[config.mk]
export PLATFORM = sky130hd
export DESIGN_NAME = cmd_shift_engine
export DESIGN_NICKNAME = d
export VERILOG_FILES = /design/src/rtl/cse_pkg.sv /design/src/rtl/cse_half_timer.sv /design/src/rtl/cse_shift_path.sv /design/src/rtl/cmd_shift_engine.sv
export SDC_FILE = /design/constraint.sdc
export NUM_CORES = 1
export LEC_CHECK = 0
export ABC_AREA = 1
export BUFFER_PORTS_ARGS = -buffer_cell sky130_fd_sc_hd__buf_4
export CORE_AREA = 2 2 91 115
export DETAILED_ROUTE_END_ITERATION = 7
export DIE_AREA = 0 0 93 117
export PLACE_DENSITY = 0.82
export SYNTH_ARGS = -nofsm -noshare
export SYNTH_HDL_FRONTEND = slang
export SYNTH_SLANG_ARGS = --single-unit
[constraint.sdc]
create_clock -name clk -period 4.2 [get_ports clk]
set_input_delay 0 -clock clk [delete_from_list [all_inputs] [get_ports clk]]
set_output_delay 0 -clock clk [all_outputs]
set_load 0.01 [all_outputs]
[src/rtl/cse_pkg.sv]
package cse_pkg;

  // Command byte layout; bit positions are the per-transfer control fields.
  typedef struct packed {
    logic zero7;       // [7] must be clear for a serial transfer
    logic tms_en;      // [6] drive the mode line
    logic di_en;       // [5] capture and return input bytes
    logic do_en;       // [4] drive the data-out line
    logic lsb_first;   // [3] bit order
    logic cap_fall;    // [2] capture on falling edge
    logic bit_mode;    // [1] bit granularity
    logic launch_fall; // [0] launch on falling edge
  } cse_cmd_t;

  typedef enum logic [2:0] {
    ST_IDLE,
    ST_LOAD,
    ST_LOW,
    ST_HIGH,
    ST_EMIT
  } cse_state_t;

endpackage

[src/rtl/cse_half_timer.sv]
module cse_half_timer #(
  parameter int DIV_W = 16
) (
  input  logic             clk,
  input  logic             rst,
  input  logic             reload,
  input  logic [DIV_W-1:0] div_val,
  output logic             at_zero
);

  logic [DIV_W-1:0] cnt;

  always_ff @(posedge clk) begin
    if (rst) begin
      cnt <= '0;
    end else if (reload) begin
      cnt <= div_val;
    end else if (cnt != '0) begin
      cnt <= cnt - 1'b1;
    end
  end

  assign at_zero = (cnt == '0);

endmodule

[src/rtl/cse_shift_path.sv]
module cse_shift_path #(
  parameter int W     = 8,
  parameter int IDX_W = $clog2(W)
) (
  input  logic             clk,
  input  logic             rst,
  input  logic             load,
  input  logic [W-1:0]     load_data,
  input  logic             lsb_first,
  input  logic [IDX_W-1:0] nbits_m1,
  input  logic [IDX_W-1:0] sel_k,
  output logic             sel_bit,
  input  logic             cap_en,
  input  logic [IDX_W-1:0] cap_k,
  input  logic             sdi,
  output logic [W-1:0]     rx_next
);

  logic [W-1:0] tx_hold;
  logic [W-1:0] rx_acc;
  logic [W-1:0] src;

  function automatic logic [IDX_W-1:0] bit_pos(input logic [IDX_W-1:0] kk);
    return lsb_first ? kk : (nbits_m1 - kk);
  endfunction

  assign src     = load ? load_data : tx_hold;
  assign sel_bit = src[bit_pos(sel_k)];

  always_comb begin
    rx_next = rx_acc;
    if (cap_en) rx_next[bit_pos(cap_k)] = sdi;
  end

  always_ff @(posedge clk) begin
    if (rst) begin
      tx_hold <= '0;
      rx_acc  <= '0;
    end else if (load) begin
      tx_hold <= load_data;
      rx_acc  <= '0;
    end else if (cap_en) begin
      rx_acc  <= rx_next;
    end
  end

  // a capture never coincides with the start of a new byte
  p_no_cap_on_load_r5: assert property (@(posedge clk) disable iff (rst)
    load |-> !cap_en);

endmodule

[src/rtl/cmd_shift_engine.sv]
module cmd_shift_engine
  import cse_pkg::*;
#(
  parameter int W     = 8,
  parameter int LEN_W = 16,
  parameter int DIV_W = 16
) (
  input  logic             clk,
  input  logic             rst,
  input  logic             cmd_valid,
  output logic             cmd_ready,
  input  logic [7:0]       cmd_byte,
  input  logic [LEN_W-1:0] cmd_len,
  input  logic [DIV_W-1:0] cmd_div,
  input  logic             tx_valid,
  output logic             tx_ready,
  input  logic [W-1:0]     tx_data,
  output logic             rx_valid,
  input  logic             rx_ready,
  output logic [W-1:0]     rx_data,
  output logic             ser_clk,
  output logic             ser_out,
  output logic             ser_mode,
  input  logic             ser_in
);

  localparam int IDX_W = $clog2(W);

  cse_state_t       state;
  cse_cmd_t         cmd_q;
  cse_cmd_t         cmd_in;
  logic [DIV_W-1:0] div_q;
  logic [LEN_W-1:0] bytes_left;
  logic [IDX_W-1:0] nbm1;
  logic [IDX_W-1:0] k;
  logic             sclk_q, sdo_q, stms_q, rxv_q;
  logic [W-1:0]     rxd_q;

  logic             need_tx, go_load, at_zero, rise, fall, last_bit;
  logic             launch_now, cap_en, reload;
  logic [IDX_W-1:0] sel_k;
  logic             sel_bit;
  logic [W-1:0]     rx_next;
  logic [W-1:0]     load_data;

  assign cmd_in    = cse_cmd_t'(cmd_byte);
  assign need_tx   = cmd_q.do_en | cmd_q.tms_en;
  assign cmd_ready = (state == ST_IDLE);
  assign tx_ready  = (state == ST_LOAD) && need_tx;
  assign go_load   = (state == ST_LOAD) && (!need_tx || tx_valid);
  assign rise      = (state == ST_LOW)  && at_zero;
  assign fall      = (state == ST_HIGH) && at_zero;
  assign last_bit  = (k == nbm1);
  assign load_data = need_tx ? tx_data : '0;

  assign sel_k      = go_load ? '0 : (rise ? k : k + 1'b1);
  assign launch_now = (go_load && cmd_q.launch_fall) ||
                      (rise && !cmd_q.launch_fall) ||
                      (fall && !last_bit && cmd_q.launch_fall);
  assign cap_en     = (rise && !cmd_q.cap_fall) || (fall && cmd_q.cap_fall);
  assign reload     = go_load || rise || (fall && !last_bit);

  cse_half_timer #(.DIV_W(DIV_W)) i_timer (
    .clk     (clk),
    .rst     (rst),
    .reload  (reload),
    .div_val (div_q),
    .at_zero (at_zero)
  );

  cse_shift_path #(.W(W), .IDX_W(IDX_W)) i_path (
    .clk       (clk),
    .rst       (rst),
    .load      (go_load),
    .load_data (load_data),
    .lsb_first (cmd_q.lsb_first),
    .nbits_m1  (nbm1),
    .sel_k     (sel_k),
    .sel_bit   (sel_bit),
    .cap_en    (cap_en),
    .cap_k     (k),
    .sdi       (ser_in),
    .rx_next   (rx_next)
  );

  always_ff @(posedge clk) begin
    if (rst) begin
      state      <= ST_IDLE;
      cmd_q      <= '0;
      div_q      <= '0;
      bytes_left <= '0;
      nbm1       <= '0;
      k          <= '0;
      sclk_q     <= 1'b0;
      rxv_q      <= 1'b0;
      rxd_q      <= '0;
    end else begin
      case (state)
        ST_IDLE: begin
          if (cmd_valid) begin
            cmd_q <= cmd_in;
            div_q <= cmd_div;
            if (!cmd_in.zero7) begin
              bytes_left <= cmd_in.bit_mode ? '0 : cmd_len;
              nbm1       <= cmd_in.bit_mode ? cmd_len[IDX_W-1:0] : IDX_W'(W - 1);
              state      <= ST_LOAD;
            end
          end
        end
        ST_LOAD: begin
          if (go_load) begin
            k     <= '0;
            state <= ST_LOW;
          end
        end
        ST_LOW: begin
          if (at_zero) begin
            sclk_q <= 1'b1;
            state  <= ST_HIGH;
          end
        end
        ST_HIGH: begin
          if (at_zero) begin
            sclk_q <= 1'b0;
            if (!last_bit) begin
              k     <= k + 1'b1;
              state <= ST_LOW;
            end else if (cmd_q.di_en) begin
              rxv_q <= 1'b1;
              rxd_q <= rx_next;
              state <= ST_EMIT;
            end else if (bytes_left == '0) begin
              state <= ST_IDLE;
            end else begin
              bytes_left <= bytes_left - 1'b1;
              state      <= ST_LOAD;
            end
          end
        end
        ST_EMIT: begin
          if (rx_ready) begin
            rxv_q <= 1'b0;
            if (bytes_left == '0) begin
              state <= ST_IDLE;
            end else begin
              bytes_left <= bytes_left - 1'b1;
              state      <= ST_LOAD;
            end
          end
        end
        default: state <= ST_IDLE;
      endcase
    end
  end

  always_ff @(posedge clk) begin
    if (rst) begin
      sdo_q  <= 1'b0;
      stms_q <= 1'b0;
    end else if (launch_now) begin
      if (cmd_q.do_en)  sdo_q  <= sel_bit;
      if (cmd_q.tms_en) stms_q <= sel_bit;
    end
  end

  assign ser_clk  = sclk_q;
  assign ser_out  = sdo_q;
  assign ser_mode = stms_q;
  assign rx_valid = rxv_q;
  assign rx_data  = rxd_q;

  // the clock is low whenever the engine is idle
  p_idle_low_r1: assert property (@(posedge clk) disable iff (rst)
    (state == ST_IDLE) |-> !sclk_q);

  // the serial clock only moves when a half period has expired
  p_edge_on_tick_r2: assert property (@(posedge clk) disable iff (rst)
    !$stable(sclk_q) |-> $past(at_zero));

  // data-out holds while its enable is clear
  p_sdo_hold_r8: assert property (@(posedge clk) disable iff (rst)
    (state != ST_IDLE && !cmd_q.do_en) |=> $stable(sdo_q));

  // captured bytes only appear for commands that read
  p_rx_only_en_r9: assert property (@(posedge clk) disable iff (rst)
    rxv_q |-> cmd_q.di_en);

  // the mode line holds while its enable is clear
  p_tms_hold_r10: assert property (@(posedge clk) disable iff (rst)
    (state != ST_IDLE && !cmd_q.tms_en) |=> $stable(stms_q));

  // a command with bit 7 set leaves the engine idle
  p_bit7_drop_r11: assert property (@(posedge clk) disable iff (rst)
    (cmd_valid && state == ST_IDLE && cmd_byte[7]) |=> (state == ST_IDLE));

  // a running transfer never carries bit 7
  p_run_clean_r11: assert property (@(posedge clk) disable iff (rst)
    (state != ST_IDLE) |-> !cmd_q.zero7);

  // a waiting byte holds its value
  p_rx_hold_r12: assert property (@(posedge clk) disable iff (rst)
    (rxv_q && !rx_ready) |=> (rxv_q && $stable(rxd_q)));

  // shifting pauses while a byte waits
  p_pause_r12: assert property (@(posedge clk) disable iff (rst)
    (rxv_q && !rx_ready) |=> $stable(sclk_q));

endmodule

==> Word level (Yosys, flattened, before mapping) <==
Cells that the tools add are included.
{ "op_classes": {"n_bitwise": 2, "muxes": 46, "addsub": 5, "eq_ne": 15, "n_reduce_logical": 41, "magnitude_cmp": 3} }
{ "op_table": {"columns": ["op", "n"], "rows": [
  ["2-to-1 mux 16 bit", 10],
  ["2-to-1 mux 3 bit", 16],
  ["one-hot mux 16 bit (3 select lines)", 1],
  ["zero test 16 bit", 2],
  ["subtractor 16 x 1 -> 16 bit (second input constant)", 2],
  ["2-to-1 mux 8 bit", 3],
  ["!= test 2 bit (second input constant)", 10],
  ["nonzero test 16 bit", 1],
  ["one-hot mux 3 bit (5 select lines)", 1],
  ["logical AND 1 bit", 11],
  ["2-to-1 mux 1 bit", 9],
  ["bitwise mux 8 bit", 1],
  ["less-than comparator 3 x 4 -> 1 bit (second input constant)", 2],
  ["AND reduction 4 bit", 2],
  ["nonzero test 2 bit", 4],
  ["AND reduction 7 bit", 1],
  ["equality test 3 x 2 -> 1 bit (second input constant)", 2],
  ["logical OR 1 bit", 6],
  ["one-hot mux 3 bit (2 select lines)", 1],
  ["AND reduction 2 bit", 3],
  ["AND reduction 3 bit", 2],
  ["AND reduction 6 bit", 1],
  ["subtractor 3 bit", 2],
  ["AND reduction 5 bit", 1],
  ["other kinds (14)", 18]
]} }
{ "totals": {"elab_cells": 131, "in_bits": 54, "out_inout_bits": 14, "regBits": 91} }

==> Logic depth before layout (Yosys ltp) <==
Gate-level depths: netlist (run 1).
{ "logic_depth": {"ltp_word": 9, "mapped_depth": 18} }

==> By module <==
A second synthesis (run 1) with hierarchy kept.
{ "unflattened": {"hier_cells": 857, "area_unflattened_um2": 5367.6} }
{ "by_module_without_submodules": {"columns": ["module", "area_each_um2", "cells_per_inst", "instances"], "rows": [
  ["cmd_shift_engine", 3180.6, 515, 1],
  ["cse_half_timer", 1114.8, 179, 1],
  ["cse_shift_path", 1072.3, 163, 1]
]} }

==> Least setup slack after synthesis (run 1) <==
Ideal clock, no wire load.
{ "synth_timing": {"path_kind": "register to register", "start": "reg i_timer.cnt[0]", "end": "reg stms_q (netlist: ser_mode)", "slack_ps": 1652, "path_stages_with_launch": 19, "path_buffers": 0, "t_arrival_ps": 2439, "synth_period_minus_slack_ps": 2548, "setup_time_ps": 109, "cell_sequence": "dfxtp_1 inv_1 ha_1 nand2_2 nor2_4 nand3_4 nand2_1 nand3_1 inv_1 ha_1 inv_1 fa_1 or2_2 nand2_1 nand3_1 nand3_1 nand3_1 nand2_1 inv_1"} }
{ "synth_via": {"elab_chain_len": 8, "elab_cells_between_ends": 15, "classes_between": "add/sub: 1; mux: 5; reduce/logical: 9"} }
{ "synth_lines": {"columns": ["item", "line", "rtl"], "rows": [
  ["from (decl)", "cse_half_timer.sv:11", "logic [DIV_W-1:0] cnt;"],
  ["from (signal assigned)", "cse_half_timer.sv:17", "cnt <= div_val;"],
  ["from (signal assigned)", "cse_half_timer.sv:19", "cnt <= cnt - 1'b1;"],
  ["zero test 16 bit (*)", "cse_half_timer.sv:23", "assign at_zero = (cnt == '0);"],
  ["logical AND 1 bit", "cmd_shift_engine.sv:51", "assign rise = (state == ST_LOW) && at_zero;"],
  ["2-to-1 mux 3 bit (2 in series)", "cmd_shift_engine.sv:56", "assign sel_k = go_load ? '0 : (rise ? k : k + 1'b1);"],
  ["subtractor 3 bit", "cse_shift_path.sv:24", "return lsb_first ? kk : (nbits_m1 - kk);"],
  ["2-to-1 mux 3 bit", "cse_shift_path.sv:24", null],
  ["binary-select mux 1 bit (select 3 bit)", "cse_shift_path.sv:28", "assign sel_bit = src[bit_pos(sel_k)];"],
  ["2-to-1 mux 1 bit (not written as such)", "cse_shift_path.sv:28", null],
  ["to (signal assigned)", "cmd_shift_engine.sv:162", "if (cmd_q.tms_en) stms_q <= sel_bit;"],
  ["to (decl)", "cmd_shift_engine.sv:36", "logic sclk_q, sdo_q, stms_q, rxv_q;"]
]} }
Mark *: on every way between the ends. The rest lies on a longest branch, timed or not. The select of a mux whose other input is x is not followed.
A chain may end at the register's enable or synchronous reset.

==> Worst setup path after layout (run 1) <==
{ "layout_timing": {"start": "reg cmd_q[4] (netlist bit)", "end": "reg stms_q (netlist: ser_mode)"} }
{ "layout_via": {"elab_chain_len": 9, "elab_cells_between_ends": 15, "classes_between": "add/sub: 1; mux: 6; bitwise: 1; reduce/logical: 7"} }
{ "layout_lines": {"columns": ["item", "line", "rtl"], "rows": [
  ["from (decl)", "cmd_shift_engine.sv:30", "cse_cmd_t cmd_q;"],
  ["from (signal assigned)", "cmd_shift_engine.sv:101", "cmd_q <= cmd_in;"],
  ["OR 1 bit (*)", "cmd_shift_engine.sv:47", "assign need_tx = cmd_q.do_en | cmd_q.tms_en;"],
  ["zero test 1 bit", "cmd_shift_engine.sv:50", "assign go_load = (state == ST_LOAD) && (!need_tx || tx_valid);"],
  ["logical OR 1 bit", "cmd_shift_engine.sv:50", null],
  ["logical AND 1 bit", "cmd_shift_engine.sv:50", null],
  ["2-to-1 mux 3 bit", "cmd_shift_engine.sv:56", null],
  ["subtractor 3 bit", "cse_shift_path.sv:24", null],
  ["2-to-1 mux 3 bit", "cse_shift_path.sv:24", null],
  ["binary-select mux 1 bit (select 3 bit)", "cse_shift_path.sv:28", null],
  ["2-to-1 mux 1 bit (not written as such)", "cse_shift_path.sv:28", null]
]} }
Marks and branches as above.

==> impl_metrics.csv, run 1 <==
group,metric,value,unit
floorplanning,core,9850,sq um
timing,setup_tns,0,ps
power,combPwrFrac,49.3,%
timing,rsz0062_at_grt,"false",
critical_path,worstPathRequired,4500,ps
route,drt_first_pass_iters,5,
global_routing,antenna_found_initial,0,
yosys,synth_area_leaders,"dfxtp_1, nor2_1, nand2_1, o21ai_0, inv_1",
cells_and_area,diodes,0,
route,drt-initial-drc-count,307,
yosys,ys_warn_count,0,
yosys,synthTopCellsByCount,"dfxtp_1, nor2_1, nand2_1",
critical_path,path_class,"flop to flop",
global_routing,grt_first_pass_wirelength,21100,microns
power,seqPwrFrac,30.4,%
critical_path,path_depth,16,
floorplanning,die_w,93,microns
yosys,synth_edf_count,0,
timing,fmax,335,MHz
cells_and_area,num-fill-cells,798,
critical_path,regToRegSetupSlack,1210,ps
route,ant_nets,0,
yosys,synth.distinct_cells,53,
yosys,ys_seq_elements,91,
clock_tree,ctsHtreeMaxLevel,3,
route,avgViaCountPerCell,5.28,
route,top_layer,"met4",
power,leakagePower,2.71,nW
placement,gp_congestion,0.897,
floorplanning,die_area,10900,sq um
yosys,syn-cell-area,4910,sq um
route,drc,0,
global_routing,grtUsageTotal,24.3,%
power,p_switching,0.00193,W
global_routing,grt_max_degree,44,
critical_path,cp_slowest_cell,"a21oi_4",
critical_path,cp_cell_sequence,"inv_1, nand2_1, a21oi_4, inv_2, nand3_1, inv_1, ha_1, inv_1, fa_1, or2_2, a21boi_1, nand3_1, nand3b_1, nand3_1, nand2_1, inv_1",
clock_tree,ctsLongestPathBuffers,2,
min_path,hold_class,"input port to flop",
critical_path,cp_top_family,"simple AND/OR/NAND/NOR gates",
cells_and_area,area_growth,26.7,%
yosys,syn_nets,728,
flow_run,drv_cap,0,
yosys,async_flop_share,0,%
critical_path,start_kind,"flop",
yosys,yosys.area.top_type_share,37.1,%
timing,period_needed,2990,ps
timing,finalHoldViolations,0,
power,power_frac_clock,20.3,%
clock_tree,cts_tree,"done",
yosys,synthFlopType,"dfxtp_1",
yosys,synth.most_common_cell,"dfxtp_1",
cells_and_area,drive_above_1_share,19.7,%
floorplanning,die_h,117,microns
critical_path,crit_top_cell,"inv_1",
critical_path,rr_worst_depth,16,
critical_path,r2r_end,"ser_mode",
critical_path,r2r-start,"cmd_q[4]",
cells_and_area,final_nets,830,
clock_tree,post_cts_buffers,0,
placement,place_area,5470,sq um
timing,tightest_slew,1150,ps
global_routing,gr-total-overflow,0,
critical_path,slowest_delay,460,ps
clock_tree,cts_made_buffers,9,
route,wl_per_cell,14.0,microns
critical_path,crit_arrival,3290,ps
route,routed-wl-met2,6350,microns
power,p_per_area,700,nW/um^2
global_routing,grt_pass1_vias,4718,
timing,finalSetupViolCount,0,
critical_path,critical_path.endpoint,"ser_mode",
critical_path,crit_fanout,18,
timing,fin_crit_sh,71.1,%
clock_tree,clock_latency,350,ps
floorplanning,io_pins,68,
clock_tree,clk_pin_slew,70,ps
route,via_count,4754,
timing,drv_slew,0,
clock_tree,root_buffer,"clkbuf_16",
power,p_int,0.00241,W
yosys,synthesis.instances,665,
critical_path,path_buf_inv,5,
run_status,status,"finished clean",
floorplanning,start_util,49.8,%
cells_and_area,fin_area,6220,sq um
yosys,synth.largest_area_cell,"dfxtp_1",
route,wl_met1,5300,microns
route,wl_met3,657,microns
critical_path,crit_path_start,"cmd_q[4]",
clock_tree,clock_sinks,91,
yosys,postSynthAreaPerCell,7.38,sq um
placement,dp_hpwl,8350,microns
min_path,hold_depth,4,
timing,finClkSkew,6.79,ps
power,vdd_ir_drop_max,0.378,mV
floorplanning,rows,41,
yosys,synth.yosys.seq_area_share,37.1,%
power,p_sw_share,44.5,%
critical_path,end_kind,"flop",
timing,max_slew_margin,23.0,%
placement,io_buffers,67,
route,routed_wl,12700,microns
-- worst min path at each step --
stage                      from           endpoint  slack (ps)
CTS                    tx_valid           state[0]           9
global route                rst  i_path.tx_hold[3]          50
floorplan           cmd_byte[1]            nbm1[0]         100
finish                 tx_valid           state[0]           8
global placement    cmd_byte[1]            nbm1[0]         220
detailed placement  cmd_byte[1]            nbm1[1]         230
-- cell families after synthesis --
kind of cell	share of synthesized area (%)
AND/OR/NAND/NOR	27.2
AO/OA/AOI/OAI	19.1
buffers and inverters	9.26
flip-flops	37.1
XOR/XNOR	3.93
adder cells (fa/ha/maj)	2.60
multiplexers	0.816
-- cell usage in the layout, fill, tap and decap left out, types with 4 or more instances in the layout --
| cell type | Yosys | final |
|---|---|---|
| xor2_1 | 13 | 13 |
| nand2_2 | 7 | 7 |
| nand3_1 | 32 | 32 |
| buf_4 | 3 | 69 |
| inv_1 | 78 | 78 |
| a21oi_1 | 45 | 45 |
| nor2_2 | 11 | 11 |
| nor4_1 | 4 | 4 |
| nand2_1 | 85 | 85 |
| or2_2 | 6 | 6 |
| xnor2_1 | 9 | 9 |
| nor2_4 | 7 | 7 |
| a31oi_1 | 4 | 4 |
| inv_2 | 9 | 9 |
| nor3_1 | 9 | 9 |
| a22oi_1 | 11 | 11 |
| o21ai_0 | 62 | 62 |
| mux2i_1 | 4 | 4 |
| nor2_1 | 89 | 89 |
| ha_1 | 7 | 7 |
| dlygate4sd3_1 | 0 | 42 |
| clkbuf_16 | 0 | 9 |
| a21oi_2 | 6 | 6 |
| nand4_1 | 5 | 5 |
| dfxtp_1 | 91 | 91 |
| o21ai_1 | 13 | 13 |
-- sequential cells by signal, summed over array words and instances (netlist names) --
register,count
i_timer.cnt,16
div_q,16
ser_out,1
i_path.rx_acc,8
ser_mode,1
cmd_q,6
ser_clk,1
state,3
k,3
bytes_left,16
i_path.tx_hold,8
nbm1,3
rx_data,8
rx_valid,1
-- power groups by stage --
stage,combinational [W],clock (W),sequential (W)
after floorplan,0.00171,0,0.00128
after global placement,0.00198,0,0.00131
after detailed placement,0.00206,0,0.00133
after CTS,0.00211,0.000888,0.00131
after global routing,0.00241,0.000920,0.00135
final,0.00214,0.000882,0.00132
-- metal layers --
layer  track usage [%]  vias up
li1                  -     2392
met1              28.5     2189
met2              43.6      141
met3              4.67       32
met4              10.1        0
met5                 0        -
-- layout make-up --
type	instances	area [sq um]	share of cell area, %
clock buffer	9	225	3.62
multi-input combinational	465	2630	42.3
tap	129	161	2.60
sequential	91	1820	29.3
clock inverter	7	101	1.63
timing repair buffer	111	938	15.1
inverter	89	339	5.45
-- tightest hold or removal path, stage by stage --
cell and delay (ps):
buf_4 80, nor2_1 50, nor2_1 100, a21oi_1 70
-- what timing repair did --
| action | in CTS | in global routing |
|---|---|---|
| hold buffers | 42 | 0 |
| resized for setup | 0 | 0 |
| hold endpoints to repair | 47 | 0 |
-- stage by stage --
stage                     worst slack, ps  total power [W]  cells  util, %  hold slack, ps
final                                1210          0.00435    901     63.1            7.92
after detailed placement             1290          0.00338    843     55.5             228
after global placement               1450          0.00329    843     55.5             221
after CTS                            1250          0.00431    901     63.1            9.39
after global routing                  948          0.00468    901     63.1            51.5
after floorplan                      1650          0.00299    665        -             101
Power figures use the tool's default switching activity.
==> inputs of run 2 (changes only) <==
clock period = 3 ns   (was 4.2 ns; I/O delays follow)
==> impl_metrics.csv, run 2 (synthesis gave the netlist of run 1 again) <==
group,metric,value,unit
critical_path,path_class,"flop to flop",
critical_path,worstPathRequired,3250,ps
global_routing,grt_first_pass_wirelength,19900,microns
clock_tree,root_buffer,"clkbuf_16",
floorplanning,core,9850,sq um
global_routing,grt_pass1_vias,4544,
timing,finalSetupViolCount,0,
critical_path,crit_arrival,3070,ps
route,via_count,4800,
timing,max_slew_margin,41.5,%
cells_and_area,reg_top3,"bytes_left (16), div_q (16), i_timer.cnt (16)",
route,wl_per_cell,13.6,microns
critical_path,start_kind,"flop",
timing,finClkSkew,5.33,ps
placement,io_buffers,67,
floorplanning,rows,41,
run_status,status,"finished clean",
timing,finalHoldViolations,0,
global_routing,antenna_found_initial,0,
cells_and_area,final_common_cell,"dfxtp_1",
clock_tree,clock_latency,350,ps
cells_and_area,drive_above_1_share,20.2,%
route,routed_wl,12300,microns
clock_tree,ctsHtreeMaxLevel,3,
cells_and_area,fin_area,6230,sq um
cells_and_area,final_nets,837,
flow_run,drv_cap,0,
clock_tree,cts_made_buffers,9,
power,leakagePower,2.74,nW
floorplanning,io_pins,68,
route,drt_first_pass_iters,5,
global_routing,gr-total-overflow,0,
placement,gp_congestion,0.883,
clock_tree,clock_sinks,91,
global_routing,grt_max_degree,32,
cells_and_area,multi_input_area,2630,sq um
timing,fmax,354,MHz
floorplanning,die_h,117,microns
cells_and_area,diodes,0,
placement,dp_hpwl,8420,microns
cells_and_area,final_cell_mix,"dfxtp_1, nor2_1, nand2_1",
power,vdd_ir_drop_max,0.481,mV
floorplanning,start_util,49.8,%
route,avgViaCountPerCell,5.29,
timing,holdWs,22.0,ps
route,drt-initial-drc-count,293,
placement,place_area,5500,sq um
critical_path,end_kind,"flop",
cells_and_area,num-fill-cells,828,
cells_and_area,area_growth,27.0,%
timing,drv_slew,0,
route,drc,0,
floorplanning,die_area,10900,sq um
clock_tree,ctsLongestPathBuffers,2,
timing,period_needed,2820,ps
clock_tree,cts_tree,"done",
floorplanning,die_w,93,microns
clock_tree,clk_pin_slew,60,ps
timing,tightest_slew,874,ps
cells_and_area,regArea,1820,sq um
min_path,hold_class,"input port to flop",
critical_path,crit_fanout,4,
power,p_per_area,951,nW/um^2
global_routing,grtUsageTotal,23.0,%
timing,fin_crit_sh,94.0,%
route,ant_nets,0,
## run 2: cell types whose count changed in the layout (fill, tap and decap cells not counted)
cell and delta:
buf_4 +6, clkbuf_8 +3, bufinv_16 -2, clkinv_2 +2, clkinv_4 -2, clkinvlp_4 -2
clkbuf_1 +1, dlygate4sd3_1 +1, ha_1 -1, ha_2 +1, inv_6 -1
## run 2: layer usage
metal  track usage, %  routed length [microns]  vias to the layer above
met4             11.9                      344                        0
met3             5.12                      656                       29
met1             26.5                     5100                     2231
met2             40.2                     6220                      138
met5                0                        0                        -
li1                 -                        -                     2402
## run 2: timing repair
item                                   CTS  global route
resized for setup                        0             1
hold buffers                            43             0
setup endpoints to repair                0             2
endpoints found under the hold margin   44             0
buffers inserted                         0             2
## run 2: through the flow
stage | TNS (ps) | setup slack, ps | power [W] | cells | util [%]
6_report | 0 | 179 | 0.00592 | 907 | 63.2
5_1_grt | -78.3 | -44.3 | 0.00637 | 907 | 63.2
4_1_cts | 0 | 157 | 0.00588 | 905 | 63.1
3_5_place_dp | 0 | 179 | 0.00474 | 847 | 55.8
3_3_place_gp | 0 | 329 | 0.00463 | 847 | 55.8
2_1_floorplan | 0 | 452 | 0.00419 | 665 | -
## run 2: report_power, final
| group | internal (W) | total (W) | switching (W) |
|---|---|---|---|
| Clock | 0.000622 | 0.00108 | 0.000458 |
| Combinational | 0.00113 | 0.00300 | 0.00186 |
| Sequential | 0.00154 | 0.00184 | 0.000305 |
## run 2: cell type report
cell class | count | area share, %
tap | 129 | 2.59
clock inverter | 2 | 0.161
multi-input combinational | 465 | 42.3
clock buffer | 13 | 4.34
inverter | 89 | 5.44
timing repair buffer | 118 | 16.0
sequential | 91 | 29.2
## run 2: worst paths after layout
kind,from,endpoint,slack [ps],depth (start not counted)
worst max-delay path,i_timer.cnt[0],ser_out,180,17
worst min-delay path,tx_valid,state[0],20,4
worst max register to register,i_timer.cnt[0],ser_out,180,17
worst min register to register,div_q[9],i_timer.cnt[9],460,2
## run 2: critical path, stage by stage (launching register included)
cell and delay, ps:
dfxtp_1 320, inv_1 130, ha_2 220, nand2_2 70
nor2_4 150, nand4_1 190, nand3_1 170, inv_1 60
ha_1 170, inv_1 60, fa_1 390, or2_2 290
nand2_1 90, nand3_1 90, nand3_1 120, nand3_1 100
nand2_1 70, inv_1 30
==> inputs of run 3 (changes only) <==
BUFFER_PORTS_ARGS = -buffer_cell sky130_fd_sc_hd__buf_2   (was -buffer_cell sky130_fd_sc_hd__buf_4)
==> impl_metrics.csv, run 3 (synthesis gave the netlist of run 1 again) <==
group,metric,value,unit
floorplanning,core,9850,sq um
route,ant_nets,0,
timing,fmax,364,MHz
route,routed_wl,12700,microns
timing,holdWs,3.19,ps
placement,gp_congestion,0.887,
global_routing,gr-total-overflow,0,
global_routing,grt_pass1_vias,4548,
clock_tree,cts_tree,"done",
global_routing,grtUsageTotal,23.6,%
timing,finalSetupViolCount,0,
timing,rsz0062_at_grt,"false",
run_status,status,"finished clean",
timing,finalHoldViolations,0,
critical_path,r2r-start,"i_timer.cnt[1]",
critical_path,end_kind,"flop",
cells_and_area,diodes,0,
critical_path,crit_fanout,3,
global_routing,antenna_found_initial,0,
critical_path,r2r_end,"ser_mode",
clock_tree,ctsHtreeMaxLevel,3,
route,wl_per_cell,13.9,microns
min_path,holdCritStartpoint,"cmd_byte[7]",
power,leakagePower,2.70,nW
floorplanning,start_util,49.8,%
power,power_frac_clock,21.2,%
clock_tree,clk_pin_slew,70,ps
power,p_switching,0.00267,W
floorplanning,die_w,93,microns
cells_and_area,area_growth,24.5,%
route,drt-initial-drc-count,291,
timing,tightest_slew,874,ps
global_routing,grt_first_pass_wirelength,20400,microns
flow_run,drv_cap,0,
critical_path,regToRegSetupSlack,250,ps
floorplanning,io_pins,68,
power,p_per_area,1010,nW/um^2
power,combPwrFrac,48.7,%
route,drt_first_pass_iters,5,
critical_path,path_class,"flop to flop",
cells_and_area,final_common_cell,"dfxtp_1",
cells_and_area,final_nets,836,
cells_and_area,drive_above_1_share,20.6,%
clock_tree,root_buffer,"clkbuf_16",
clock_tree,cts_made_buffers,9,
timing,period_needed,2750,ps
timing,max_slew_margin,41.5,%
placement,io_buffers,67,
timing,finClkSkew,12.0,ps
power,p_int,0.00348,W
power,seqPwrFrac,30.0,%
clock_tree,clock_latency,350,ps
critical_path,worstPathRequired,3250,ps
route,avgViaCountPerCell,5.32,
cells_and_area,reg_top3,"bytes_left (16), div_q (16), i_timer.cnt (16)",
placement,dp_hpwl,8420,microns
power,vdd_ir_drop_max,0.562,mV
floorplanning,die_area,10900,sq um
route,drc,0,
timing,drv_slew,0,
clock_tree,clock_sinks,91,
timing,fin_crit_sh,91.6,%
cells_and_area,final_cell_mix,"dfxtp_1, nor2_1, nand2_1",
min_path,hold_depth,3,
critical_path,start_kind,"flop",
placement,place_area,5340,sq um
clock_tree,ctsLongestPathBuffers,2,
floorplanning,rows,41,
min_path,min_to,"nbm1[0]",
floorplanning,die_h,117,microns
route,via_count,4822,
cells_and_area,fin_area,6110,sq um
min_path,hold_class,"input port to flop",
power,p_sw_share,43.4,%
critical_path,crit_arrival,2990,ps
critical_path,rr_worst_depth,17,
global_routing,grt_max_degree,31,
timing,setup_tns,0,ps
run 3: cell types whose count changed in the layout (fill, tap and decap cells not counted):
| cell | before | now |
|---|---|---|
| inv_1 | 78 | 77 |
| buf_2 | 0 | 67 |
| clkinv_2 | 2 | 0 |
| bufinv_16 | 0 | 3 |
| buf_4 | 75 | 10 |
| clkbuf_1 | 1 | 2 |
| dlygate4sd3_1 | 43 | 40 |
| clkinvlp_4 | 0 | 1 |
| clkbuf_8 | 3 | 1 |
| inv_2 | 9 | 10 |
run 3: critical path: stages, from the launching register on:
cell and delay, ps:
dfxtp_1 320, inv_1 100, ha_2 210, nand2_2 70
nor2_4 160, nand4_1 170, nand3_1 160, inv_1 50
ha_1 170, inv_1 70, fa_1 400, or2_2 290
nand2_1 100, nand3_1 90, nand3_1 110, nand3_1 80
nand2_1 60, inv_1 30
run 3: timing repair:
action | in CTS | in global routing
gates resized for setup | 0 | 2
setup buffers | 0 | 3
hold endpoints to repair | 39 | 0
setup endpoints to repair | 0 | 2
hold buffers | 40 | 0
run 3: final cells by class:
type,count,area [sq um]
clock inverter,4,97.6
multi-input combinational,465,2630
tap,129,161
sequential,91,1820
fill,816,3740
clock buffer,12,246
timing repair buffer,117,811
inverter,89,339
run 3: metal layers:
metal / vias to the layer above / track usage, % / wire length (microns)
met1: 2215 / 27.1 / 5220
met2: 164 / 42.1 / 6350
met4: 0 / 12.5 / 399
met5: - / 0 / 0
met3: 38 / 4.16 / 677
li1: 2405 / - / -
run 3: power groups by stage:
| stage | clock, W | sequential, W | combinational, W |
|---|---|---|---|
| 6_report | 0.00131 | 0.00184 | 0.00300 |
| 5_1_grt | 0.00137 | 0.00189 | 0.00334 |
| 4_1_cts | 0.00132 | 0.00184 | 0.00294 |
| 3_5_place_dp | 0 | 0.00186 | 0.00286 |
| 3_3_place_gp | 0 | 0.00184 | 0.00276 |
| 2_1_floorplan | 0 | 0.00179 | 0.00240 |
run 3: worst max path at each step:
stage | end | slack, ps | cells after the start | startpoint
4_1_cts | ser_mode | 160 | 18 | i_timer.cnt[0]
2_1_floorplan | ser_mode | 450 | 18 | i_timer.cnt[0]
6_report | ser_mode | 250 | 17 | i_timer.cnt[1]
5_1_grt | ser_mode | 0.07 | 18 | i_timer.cnt[0]
3_5_place_dp | ser_mode | 210 | 18 | i_timer.cnt[0]
3_3_place_gp | ser_mode | 330 | 18 | i_timer.cnt[0]
run 3: stage by stage:
stage / utilization (%) / instances / power (W) / setup WS, ps
2_1_floorplan: - / 665 / 0.00419 / 452
3_3_place_gp: 54.2 / 848 / 0.00460 / 330
3_5_place_dp: 54.2 / 848 / 0.00472 / 206
4_1_cts: 61.8 / 904 / 0.00609 / 163
5_1_grt: 62.0 / 907 / 0.00660 / 0.0744
6_report: 62.0 / 907 / 0.00615 / 252
